### config.mk
export PLATFORM = sky130hd
export DESIGN_NAME = cache_perf_counters
export DESIGN_NICKNAME = d
export VERILOG_FILES = /design/src/rtl/hm_cnt_pkg.sv /design/src/rtl/hm_sat_counter.sv /design/src/rtl/hm_view_pair.sv /design/src/rtl/cache_perf_counters.sv
export SDC_FILE = /design/constraint.sdc
export NUM_CORES = 1
export LEC_CHECK = 0
export BUFFER_PORTS_ARGS = -buffer_cell sky130_fd_sc_hd__buf_2
export CAP_MARGIN = 15
export CORE_MARGIN = 5
export CORE_UTILIZATION = 50
export CTS_CLUSTER_DIAMETER = 60
export DETAILED_ROUTE_END_ITERATION = 10
export GPL_ROUTABILITY_DRIVEN = 1
export GPL_TIMING_DRIVEN = 0
export PLACE_DENSITY = 0.89
export SETUP_SLACK_MARGIN = 0.1
export SYNTH_ARGS = -nofsm -noshare
export SYNTH_HDL_FRONTEND = slang
export SYNTH_SLANG_ARGS = --single-unit
export TNS_END_PERCENT = 5
### constraint.sdc
create_clock -name clk -period 6.2 [get_ports clk]
set_input_delay 0.62 -clock clk [delete_from_list [all_inputs] [get_ports clk]]
set_output_delay 0.62 -clock clk [all_outputs]
set_load 0.01 [all_outputs]
### src/rtl/hm_cnt_pkg.sv
package hm_cnt_pkg;

    // Default field widths of one packed view.
    localparam int HIT_BITS  = 20;
    localparam int MISS_BITS = 12;
    localparam int VIEW_BITS = HIT_BITS + MISS_BITS;
    localparam int N_VIEWS   = 2;

    // View selector encoding.
    typedef enum logic {
        VIEW_READ  = 1'b0,
        VIEW_WRITE = 1'b1
    } view_sel_e;

    // Events destined for one view in a single cycle.
    typedef struct packed {
        logic hit;
        logic miss;
    } view_evt_t;

    // A software write that carries zero requests a clear.
    function automatic logic is_clear_req(input logic we, input logic [VIEW_BITS-1:0] data);
        return we && (data == '0);
    endfunction

endpackage

### src/rtl/hm_sat_counter.sv
module hm_sat_counter #(
    parameter int W = 12
) (
    input  logic         clk,
    input  logic         rst,
    input  logic         clr_i,
    input  logic         inc_i,
    input  logic         hold_i,
    output logic [W-1:0] cnt_o,
    output logic         full_o
);

    logic [W-1:0] cnt_q;

    always_ff @(posedge clk) begin
        if (rst || clr_i) begin
            cnt_q <= '0;
        end else if (inc_i && !hold_i) begin
            cnt_q <= cnt_q + 1'b1;
        end
    end

    assign cnt_o  = cnt_q;
    assign full_o = &cnt_q;


    inc_chk: assert property (@(posedge clk) disable iff (rst)
        (inc_i && !hold_i && !clr_i) |=> (cnt_o == $past(cnt_o) + 1'b1));


    freeze_chk: assert property (@(posedge clk) disable iff (rst)
        (hold_i && !clr_i) |=> $stable(cnt_o));


    clr_wins_chk: assert property (@(posedge clk) disable iff (rst)
        clr_i |=> (cnt_o == '0));

endmodule

### src/rtl/hm_view_pair.sv
module hm_view_pair
    import hm_cnt_pkg::*;
#(
    parameter int HW = HIT_BITS,
    parameter int MW = MISS_BITS,
    localparam int VW = HW + MW
) (
    input  logic          clk,
    input  logic          rst,
    input  logic          clr_i,
    input  view_evt_t     evt_i,
    input  logic          hold_i,
    output logic [VW-1:0] view_o,
    output logic          full_o
);

    logic [HW-1:0] hit_cnt;
    logic [MW-1:0] miss_cnt;
    logic          hit_full;
    logic          miss_full;

    hm_sat_counter #(.W(HW)) u_hit (
        .clk    (clk),
        .rst    (rst),
        .clr_i  (clr_i),
        .inc_i  (evt_i.hit),
        .hold_i (hold_i),
        .cnt_o  (hit_cnt),
        .full_o (hit_full)
    );

    hm_sat_counter #(.W(MW)) u_miss (
        .clk    (clk),
        .rst    (rst),
        .clr_i  (clr_i),
        .inc_i  (evt_i.miss),
        .hold_i (hold_i),
        .cnt_o  (miss_cnt),
        .full_o (miss_full)
    );

    // Hit count in the upper field, miss count in the lower field.
    assign view_o = {hit_cnt, miss_cnt};
    assign full_o = hit_full | miss_full;


    view_clr_chk: assert property (@(posedge clk) disable iff (rst)
        clr_i |=> (view_o == '0));

endmodule

### src/rtl/cache_perf_counters.sv
module cache_perf_counters
    import hm_cnt_pkg::*;
#(
    parameter int HIT_W  = HIT_BITS,
    parameter int MISS_W = MISS_BITS,
    localparam int VIEW_W = HIT_W + MISS_W
) (
    input  logic              clk,
    input  logic              rst,
    input  logic              rd_hit_i,
    input  logic              rd_miss_i,
    input  logic              wr_hit_i,
    input  logic              wr_miss_i,
    input  logic              sw_we_i,
    input  logic              sw_sel_i,
    input  logic [VIEW_W-1:0] sw_wdata_i,
    output logic [VIEW_W-1:0] rd_view_o,
    output logic [VIEW_W-1:0] wr_view_o
);

    view_evt_t         evt   [N_VIEWS];
    logic [VIEW_W-1:0] view  [N_VIEWS];
    logic [N_VIEWS-1:0] clr;
    logic [N_VIEWS-1:0] full;
    logic               freeze;
    logic               zero_wr;

    assign evt[VIEW_READ]  = '{hit: rd_hit_i, miss: rd_miss_i};
    assign evt[VIEW_WRITE] = '{hit: wr_hit_i, miss: wr_miss_i};

    assign zero_wr = (sw_wdata_i == '0) && sw_we_i;

    // Shared freeze: any counter at all-ones stops all of them.
    assign freeze = |full;

    for (genvar g = 0; g < N_VIEWS; g++) begin : g_view
        assign clr[g] = zero_wr && (sw_sel_i == 1'(g));

        hm_view_pair #(.HW(HIT_W), .MW(MISS_W)) u_pair (
            .clk    (clk),
            .rst    (rst),
            .clr_i  (clr[g]),
            .evt_i  (evt[g]),
            .hold_i (freeze),
            .view_o (view[g]),
            .full_o (full[g])
        );
    end

    assign rd_view_o = view[VIEW_READ];
    assign wr_view_o = view[VIEW_WRITE];


    all_hold_chk: assert property (@(posedge clk) disable iff (rst)
        (freeze && !zero_wr) |=> ($stable(rd_view_o) && $stable(wr_view_o)));


    nz_write_chk: assert property (@(posedge clk) disable iff (rst)
        (sw_we_i && sw_wdata_i != '0 && !rd_hit_i && !rd_miss_i && !wr_hit_i && !wr_miss_i)
        |=> ($stable(rd_view_o) && $stable(wr_view_o)));


    other_view_chk: assert property (@(posedge clk) disable iff (rst)
        (zero_wr && !sw_sel_i && !wr_hit_i && !wr_miss_i) |=> $stable(wr_view_o));

endmodule

# Word-level counts from Yosys, hierarchy flattened
# Cells that the tools add are included.
totals:
  in_bits: 40
  register_bits: 64
op_classes:
  reduce_logical: 16
  addsub: 4
  bitwise_logic: 3
op_table:
  columns: ["operator", "n"]
  rows:
  - ["20-bit by 1-bit adder with 20-bit output, second input constant", 2]
  - ["20-bit AND reduction", 2]
  - ["32-bit logical NOT", 1]
  - ["12-bit by 1-bit adder with 12-bit output, second input constant", 2]
  - ["12-bit AND reduction", 2]
  - ["1-bit logical AND", 7]
  - ["1-bit logical OR", 2]
  - ["1-bit bitwise OR", 2]
  - ["2-bit OR reduction", 1]
  - ["1-bit logical NOT", 1]
  - ["1-bit inverter", 1]

# Longest topological paths before layout
# Gate-level depths: netlist (run 1).
depth:
  depth_word: 5
  mapped_depth: 9
  depth_no_buf: 6

# Modules after synthesis
# From an unflattened synthesis (run 1), not the netlist that was laid out.
hier_totals:
  cells_unflattened: 363
  hier_area_um2: 3123.0
by_module_without_submodules:
  columns: ["module", "cells_each", "n_inst", "area_per_inst_um2", "seq_area_each_um2"]
  rows:
  - ["hm_sat_counter at g_view[0].u_pair.u_hit ...", 113, 2, 958.4, 400.4]
  - ["hm_sat_counter at g_view[0].u_pair.u_miss ...", 60, 2, 541.8, 240.2]
  - ["cache_perf_counters", 15, 1, 110.1, 0.0]
  - ["hm_view_pair", 1, 2, 6.3, 0.0]

# Worst setup path after synthesis (run 1)
# No wires, ideal clock.
synth_timing:
  path_kind: "register to register"
  start: "register g_view[0].u_pair.u_hit.cnt_q[0]"
  end: "register g_view[0].u_pair.u_miss.cnt_q[4]"
  setup_ns: 0.070
  path_buffers: 2
  t_arrival_ns: 2.028
  path_stages_with_launch: 9
  period_less_slack_ns: 2.099
  setup_slack_ns: 4.101
  cell_sequence: "dfxtp_1 -> ha_1 -> and3_1 -> and4_4 -> a2bb2o_2 -> buf_6 -> buf_6 -> or4_1 -> a21oi_1"
synth_between:
  elab_chain_len: 5
synth_rtl:
  columns: ["element", "line", "source"]
  rows:
  - ["start: declaration", "hm_sat_counter.sv:13", "logic [W-1:0] cnt_q;"]
  - ["start signal: assignment", "hm_sat_counter.sv:19", "cnt_q <= cnt_q + 1'b1;"]
  - ["20-bit AND reduction", "hm_sat_counter.sv:24", "assign full_o = &cnt_q;"]
  - ["1-bit bitwise OR", "hm_view_pair.sv:44", "assign full_o = hit_full | miss_full;"]
  - ["2-bit OR reduction", "cache_perf_counters.sv:34", "assign freeze = |full;"]
  - ["1-bit logical NOT", "hm_sat_counter.sv:18", "end else if (inc_i && !hold_i) begin"]
  - ["1-bit logical AND", "hm_sat_counter.sv:18", null]
  - ["end signal: assignment", "hm_sat_counter.sv:19", null]
  - ["end: declaration", "hm_sat_counter.sv:13", null]
# Every way passes these cells.
# A chain may end at the register's enable or synchronous reset.

# Worst setup path in the final report (run 1)
layout_timing:
  start: "register g_view[0].u_pair.u_hit.cnt_q[4]"
  end: "register g_view[0].u_pair.u_hit.cnt_q[1]"
layout_between:
  elab_chain_len: 5
layout_rtl:
  columns: ["element", "line"]
  rows:
  - ["20-bit AND reduction", "hm_sat_counter.sv:24"]
  - ["1-bit bitwise OR", "hm_view_pair.sv:44"]
  - ["2-bit OR reduction", "cache_perf_counters.sv:34"]
  - ["1-bit logical NOT", "hm_sat_counter.sv:18"]
  - ["1-bit logical AND", "hm_sat_counter.sv:18"]
# Every way passes these cells.

==> results of run 1 <==
-- power breakdown --
part	leakage, nW	switching, mW	total, mW	internal [mW]
Sequential	0.517	0.00504	0.420	0.415
Clock	0.0842	0.156	0.315	0.160
Combinational	1.02	0.0235	0.0427	0.0192
Total	1.62	0.184	0.778	0.594
-- cells by family (layout without fill, tap and decap cells) --
logic type / after synthesis / in the layout / share of synthesized area
flops: 64 / 64 / 0.365
compound gates: 132 / 132 / 0.232
fa+ha+maj: 4 / 4 / 0.0142
simple gates: 190 / 190 / 0.336
buf+inv: 37 / 153 / 0.0534
-- worst min-delay path: stages, from the launching register on --
cell and delay [ns]:
dfxtp_1 0.33, o41ai_1 0.06, a21oi_1 0.05
-- final cells by class --
cell class,count,area [um2]
Fill cell,615,2520
Multi-Input combinational cell,326,2050
Sequential cell,64,1280
Timing Repair Buffer,103,515
Buffer,31,165
Clock buffer,12,155
Tap cell,96,120
Inverter,6,22.5
Clock inverter,1,5.00
-- path summary, 6_finish.rpt --
| path | startpoint | endpoint | slack, ns | depth (start not counted) |
|---|---|---|---|---|
| hold / removal | g_view[1].u_pair.u_miss.cnt_o[10] | g_view[1].u_pair.u_miss.cnt_o[10] | 0.49 | 2 |
| setup / recovery | g_view[0].u_pair.u_hit.cnt_o[4] | g_view[0].u_pair.u_hit.cnt_o[1] | 3.81 | 7 |
| setup reg to reg | g_view[0].u_pair.u_hit.cnt_o[4] | g_view[0].u_pair.u_hit.cnt_o[1] | 3.81 | 7 |
| hold reg to reg | g_view[1].u_pair.u_miss.cnt_o[10] | g_view[1].u_pair.u_miss.cnt_o[10] | 0.49 | 2 |
-- registers in the layout, indices dropped and copies added (netlist names) --
register / cells
g_view.u_pair.u_miss.cnt_o: 24
g_view.u_pair.u_hit.cnt_o: 40
-- layer usage --
layer | GRT usage | wire [um] | vias up
met1 | 0.341 | 4650 | 1942
met5 | 0 | 0 | -
li1 | - | - | 1941
met2 | 0.423 | 5380 | 264
met4 | 0.108 | 284 | 0
met3 | 0.0489 | 1070 | 30
-- metrics by stage --
stage | instances | utilization | total power [mW]
floorplan | 427 | - | 0.447
global placement | 626 | 0.608 | 0.469
detailed placement | 626 | 0.608 | 0.471
CTS | 639 | 0.631 | 0.778
global route | 639 | 0.631 | 0.801
finish | 639 | 0.631 | 0.778
-- cell usage in the layout, fill, tap and decap left out, types with 15 or more instances in the layout --
cell / n
a21oi_1: 62
buf_2: 115
dfxtp_1: 64
nand2_1: 21
nand3_1: 26
nand4_1: 29
o21ai_0: 15
o31ai_1: 44
or3_1: 19
or4_1: 45
==> impl_metrics.json, run 1 <==
{
  "status": "completed",
  "yosysWarningCount": 0,
  "crit_slowest_cell": "clkbuf_1",
  "seq_area_frac_synth": 0.365,
  "die_width_um": 93.8,
  "synth.most_common_cell": "dfxtp_1",
  "tns_ns": 0,
  "ir_worst_vdd_mv": 0.115,
  "drc": 0,
  "synth_ff_type": "dfxtp_1",
  "firstDrtPassIters": 5,
  "grt_overflow": 0,
  "antenna_found_initial": 0,
  "post_cts_buffers": 0,
  "ant_nets": 0,
  "finalClockSkew_ns": 0.0109,
  "io_buffers": 103,
  "syn_area_mm2": 0.00351,
  "place_hpwl_um": 8240,
  "maxSlewHeadroom": 0.557,
  "period_needed_ns": 2.39,
  "clockRootBuffer": "clkbuf_8",
  "cap_violations": 0,
  "period_share": 0.386,
  "grt_pass1_wl_um": 18400,
  "synth_async_sr_flop_share": 0,
  "area_delta_synth_final_pct": 22.6,
  "diodes": 0,
  "hold_violations": 0,
  "yosysTopAreaCellShare": 0.365,
  "synth_nets": 471,
  "fp.dieH_um": 93.8,
  "cts_resized": 0,
  "synth_area_leaders": "dfxtp_1 36%, or4_1 9.6%, o31ai_1 9.4%, a21oi_1 8.8%, nand4_1 5.2%",
  "cp-end-kind": "flop",
  "critPathMaxStageDelay_ns": 0.52,
  "whs_ns": 0.493,
  "synth_top_area_cell": "dfxtp_1",
  "io_pins": 104,
  "synth-edff-count": 0,
  "clk_latency_ns": 0.35,
  "critPathTopFamily": "simple AND/OR/NAND/NOR gates",
  "drive_gt1_frac": 0.256,
  "crit_chain": "nand4_1 > nor4_1 > a2bb2o_2 > buf_6 > clkbuf_1 > or3_1 > a21oi_1",
  "cts_hold_buf": 0,
  "cts_inserted_buffers": 9,
  "finalNetCount": 585,
  "critical_path_class": "reg -> reg",
  "syn_avg_cell_area_um2": 8.23,
  "fin_area_mm2": 0.00431,
  "layout_setup_ws_ns": 3.81,
  "dpl_worst_slack_ns": 3.61,
  "rows": 30,
  "rsz0062_at_grt": "false",
  "total_leakage_power_nw": 1.62,
  "drv_slew": 0,
  "vias_per_cell": 6.54,
  "vias": 4177,
  "grt_pass1_vias": 3778,
  "yosys-top-cells-count": "64 x dfxtp_1, 62 x a21oi_1, 45 x or4_1",
  "grt.total_usage": 0.262,
  "cts.path.max_buffers": 2,
  "synth.distinct_cells": 34,
  "design.core.area_mm2": 0.00683,
  "p_per_area_mw_per_mm2": 181,
  "tightestPinTransition_ns": 0.664,
  "grt_max_degree": 11,
  "start_util": 0.514,
  "max_freq_ghz": 0.418,
  "path_max_fanout": 10,
  "place.gp.congestion": 0.887,
  "ys_ff_latch": 64,
  "path_buf_inv": 2,
  "wl_per_cell_um": 17.8,
  "clock_sinks": 64,
  "cp.required_ns": 6.42,
  "synth_cells": 427,
  "cts_tree": "yes",
  "drt-total-wl_um": 11400,
  "hold_path.class": "reg -> reg",
  "clk_pin_slew_ns": 0.07,
  "h-tree-depth": 3,
  "die_area_mm2": 0.00881,
  "startpoint_type": "flop",
  "detail_route.iter0.violations": 392,
  "cp.arrival_ns": 2.61,
  "placed_area_mm2": 0.00415,
  "setup_viol": 0
}
(Power assumes the default switching activity.)
==> run 2: changes to the inputs <==
--- a/config.mk
+++ b/config.mk
@@ -8,12 +8,12 @@
 export BUFFER_PORTS_ARGS = -buffer_cell sky130_fd_sc_hd__buf_2
 export CAP_MARGIN = 15
 export CORE_MARGIN = 5
-export CORE_UTILIZATION = 50
+export CORE_UTILIZATION = 47
 export CTS_CLUSTER_DIAMETER = 60
 export DETAILED_ROUTE_END_ITERATION = 10
 export GPL_ROUTABILITY_DRIVEN = 1
 export GPL_TIMING_DRIVEN = 0
-export PLACE_DENSITY = 0.89
+export PLACE_DENSITY = 0.88
 export SETUP_SLACK_MARGIN = 0.1
 export SYNTH_ARGS = -nofsm -noshare
 export SYNTH_HDL_FRONTEND = slang
==> constraint.sdc (replaced) <==
create_clock -name clk -period 2.1 [get_ports clk]
set_input_delay 0.21 -clock clk [delete_from_list [all_inputs] [get_ports clk]]
set_output_delay 0.21 -clock clk [all_outputs]
set_load 0.01 [all_outputs]
==> run 2 against run 1 <==
Against the previous run:
- the run now ends with negative setup slack left
- critical path depth increased by 1
- final cell count rose by 2.0%
- sequential power increased to 3.0 times the previous value
- global-route usage increased by 0.75 points
- sequential share of layout area shrank 2.5 points
- combinational power rose to 3.2 times the previous value
- utilization rose by 2.8 points
- register-to-register slack worse by 3.8 ns
- design area grew 11%
- routed wire length is 12% higher
- flip-flop and latch count stayed put
- die area is 5.7% higher
- critical path type unchanged
- largest cell class unchanged
==> impl_metrics.json, run 2 (synthesis results as in run 1) <==
{
  "layout_setup_ws_ns": -0.0256,
  "io_buffers": 103,
  "placed_area_mm2": 0.00421,
  "io_pins": 104,
  "period_needed_ns": 2.13,
  "area_delta_synth_final_pct": 36.0,
  "cts_tree": "yes",
  "reg2reg_depth": 8,
  "grt.total_usage": 0.269,
  "tightestPinTransition_ns": 0.534,
  "clockRootBuffer": "clkbuf_8",
  "max_freq_ghz": 0.470,
  "drt-total-wl_um": 12700,
  "cts_inserted_buffers": 9,
  "p_per_area_mw_per_mm2": 485,
  "tns_ns": -0.0452,
  "violations": "negative setup slack",
  "cts.path.max_buffers": 2,
  "clk_latency_ns": 0.35,
  "wl_per_cell_um": 19.5,
  "start_util": 0.485,
  "status": "finished, violations left",
  "drive_gt1_frac": 0.396,
  "path_max_fanout": 11,
  "die_width_um": 96.5,
  "finalNetCount": 593,
  "cap_violations": 0,
  "vias": 4310,
  "routed.top_layer": "met4",
  "grt_pass1_vias": 4039,
  "total_leakage_power_nw": 1.74,
  "grt_max_degree": 12,
  "startpoint_type": "flop",
  "fp.dieH_um": 96.5,
  "cp.required_ns": 2.37,
  "vias_per_cell": 6.61,
  "die_area_mm2": 0.00931,
  "design.core.area_mm2": 0.00725,
  "clock_sinks": 64,
  "grt_pass1_wl_um": 19500,
  "h-tree-depth": 3,
  "wl_met1_um": 4870,
  "ant_nets": 0,
  "hold_violations": 0,
  "place_hpwl_um": 8430,
  "diodes": 0,
  "antenna_found_initial": 0,
  "setup_viol": 4,
  "final_common_cell": "buf_2",
  "fin_area_mm2": 0.00478,
  "period_share": 1.01,
  "grt_overflow": 0,
  "largest_reg_flops": 40,
  "place.gp.congestion": 0.857,
  "most-common-layout-cells": "104 x buf_2, 54 x dfxtp_1, 47 x a21oi_1, 36 x or4_1, 29 x nand4_1",
  "critical_path_class": "reg -> reg",
  "rsz0062_at_grt": "true",
  "cp-end-kind": "flop",
  "finalClockSkew_ns": 0.00712,
  "min_delay_path_depth": 4,
  "hold_path.class": "in -> reg",
  "rows": 31,
  "detail_route.iter0.violations": 384,
  "drv_slew": 0,
  "cts_hold_buf": 0,
  "whs_ns": 0.265,
  "firstDrtPassIters": 4,
  "drc": 0,
  "clk_pin_slew_ns": 0.07,
  "finalPower_mw": 2.32,
  "ir_worst_vdd_mv": 0.288,
  "cp.arrival_ns": 2.40,
  "maxSlewHeadroom": 0.643,
  "wl_met3_um": 1260,
  "wl_met2_um": 6050
}
==> run 2: cell count changes in the layout (fill, tap and decap cells not counted), sizes merged <==
cell,previous run,this run
clkinvlp,0,2
buf,120,128
==> run 2: final timing paths <==
check,start,end,slack (ns)
worst min register to register,g_view[1].u_pair.u_miss.cnt_o[10],g_view[1].u_pair.u_miss.cnt_o[10],0.49
worst max register to register,g_view[0].u_pair.u_hit.cnt_o[0],g_view[0].u_pair.u_miss.cnt_o[4],-0.03
worst max-delay path,g_view[0].u_pair.u_hit.cnt_o[0],g_view[0].u_pair.u_miss.cnt_o[4],-0.03
worst min-delay path,wr_miss_i,g_view[1].u_pair.u_miss.cnt_o[2],0.27
==> run 2: metrics by stage <==
stage	utilization	instances	setup slack, ns
2_1_floorplan	-	427	0.114
3_3_place_gp	0.581	629	-0.257
3_5_place_dp	0.581	629	-0.323
4_1_cts	0.636	649	-0.00248
5_1_grt	0.659	652	-0.0688
6_report	0.659	652	-0.0256
==> run 2: area by class of cell <==
| cell class | count | area, um2 |
|---|---|---|
| fill | 589 | 2470 |
| multi-input combinational | 326 | 2300 |
| sequential | 64 | 1300 |
| timing repair buffer | 111 | 579 |
| buffer | 31 | 288 |
| clock buffer | 12 | 145 |
| tap | 99 | 124 |
| inverter | 6 | 22.5 |
| clock inverter | 3 | 20.0 |
==> run 2: power breakdown <==
part | internal [mW] | leakage (nW) | switching, mW | total, mW
Sequential | 1.22 | 0.522 | 0.0134 | 1.24
Clock | 0.453 | 0.0785 | 0.488 | 0.941
Combinational | 0.0619 | 1.14 | 0.0757 | 0.138
Total | 1.74 | 1.74 | 0.577 | 2.32
==> run 2: repair_timing <==
action | CTS | global route
pin swaps | 52 | 24
setup buffers | 4 | 3
setup endpoints to repair | 64 | 64
resized for setup | 54 | 48
gates cloned | 1 | 0
==> run 2: worst max-delay path: stages (launching register included) <==
cell	delay [ns]
dfxtp_4	0.36
ha_4	0.15
and3_4	0.19
and4_4	0.20
a2bb2o_4	0.21
buf_12	0.15
buf_8	0.14
or4_1	0.51
a21oi_1	0.14
==> run 2: routing by layer <==
metal  GRT usage  up-vias
li1            -     1956
met1       0.341     1998
met2       0.418      297
met3      0.0519       59
met4       0.174        0
met5           0        -
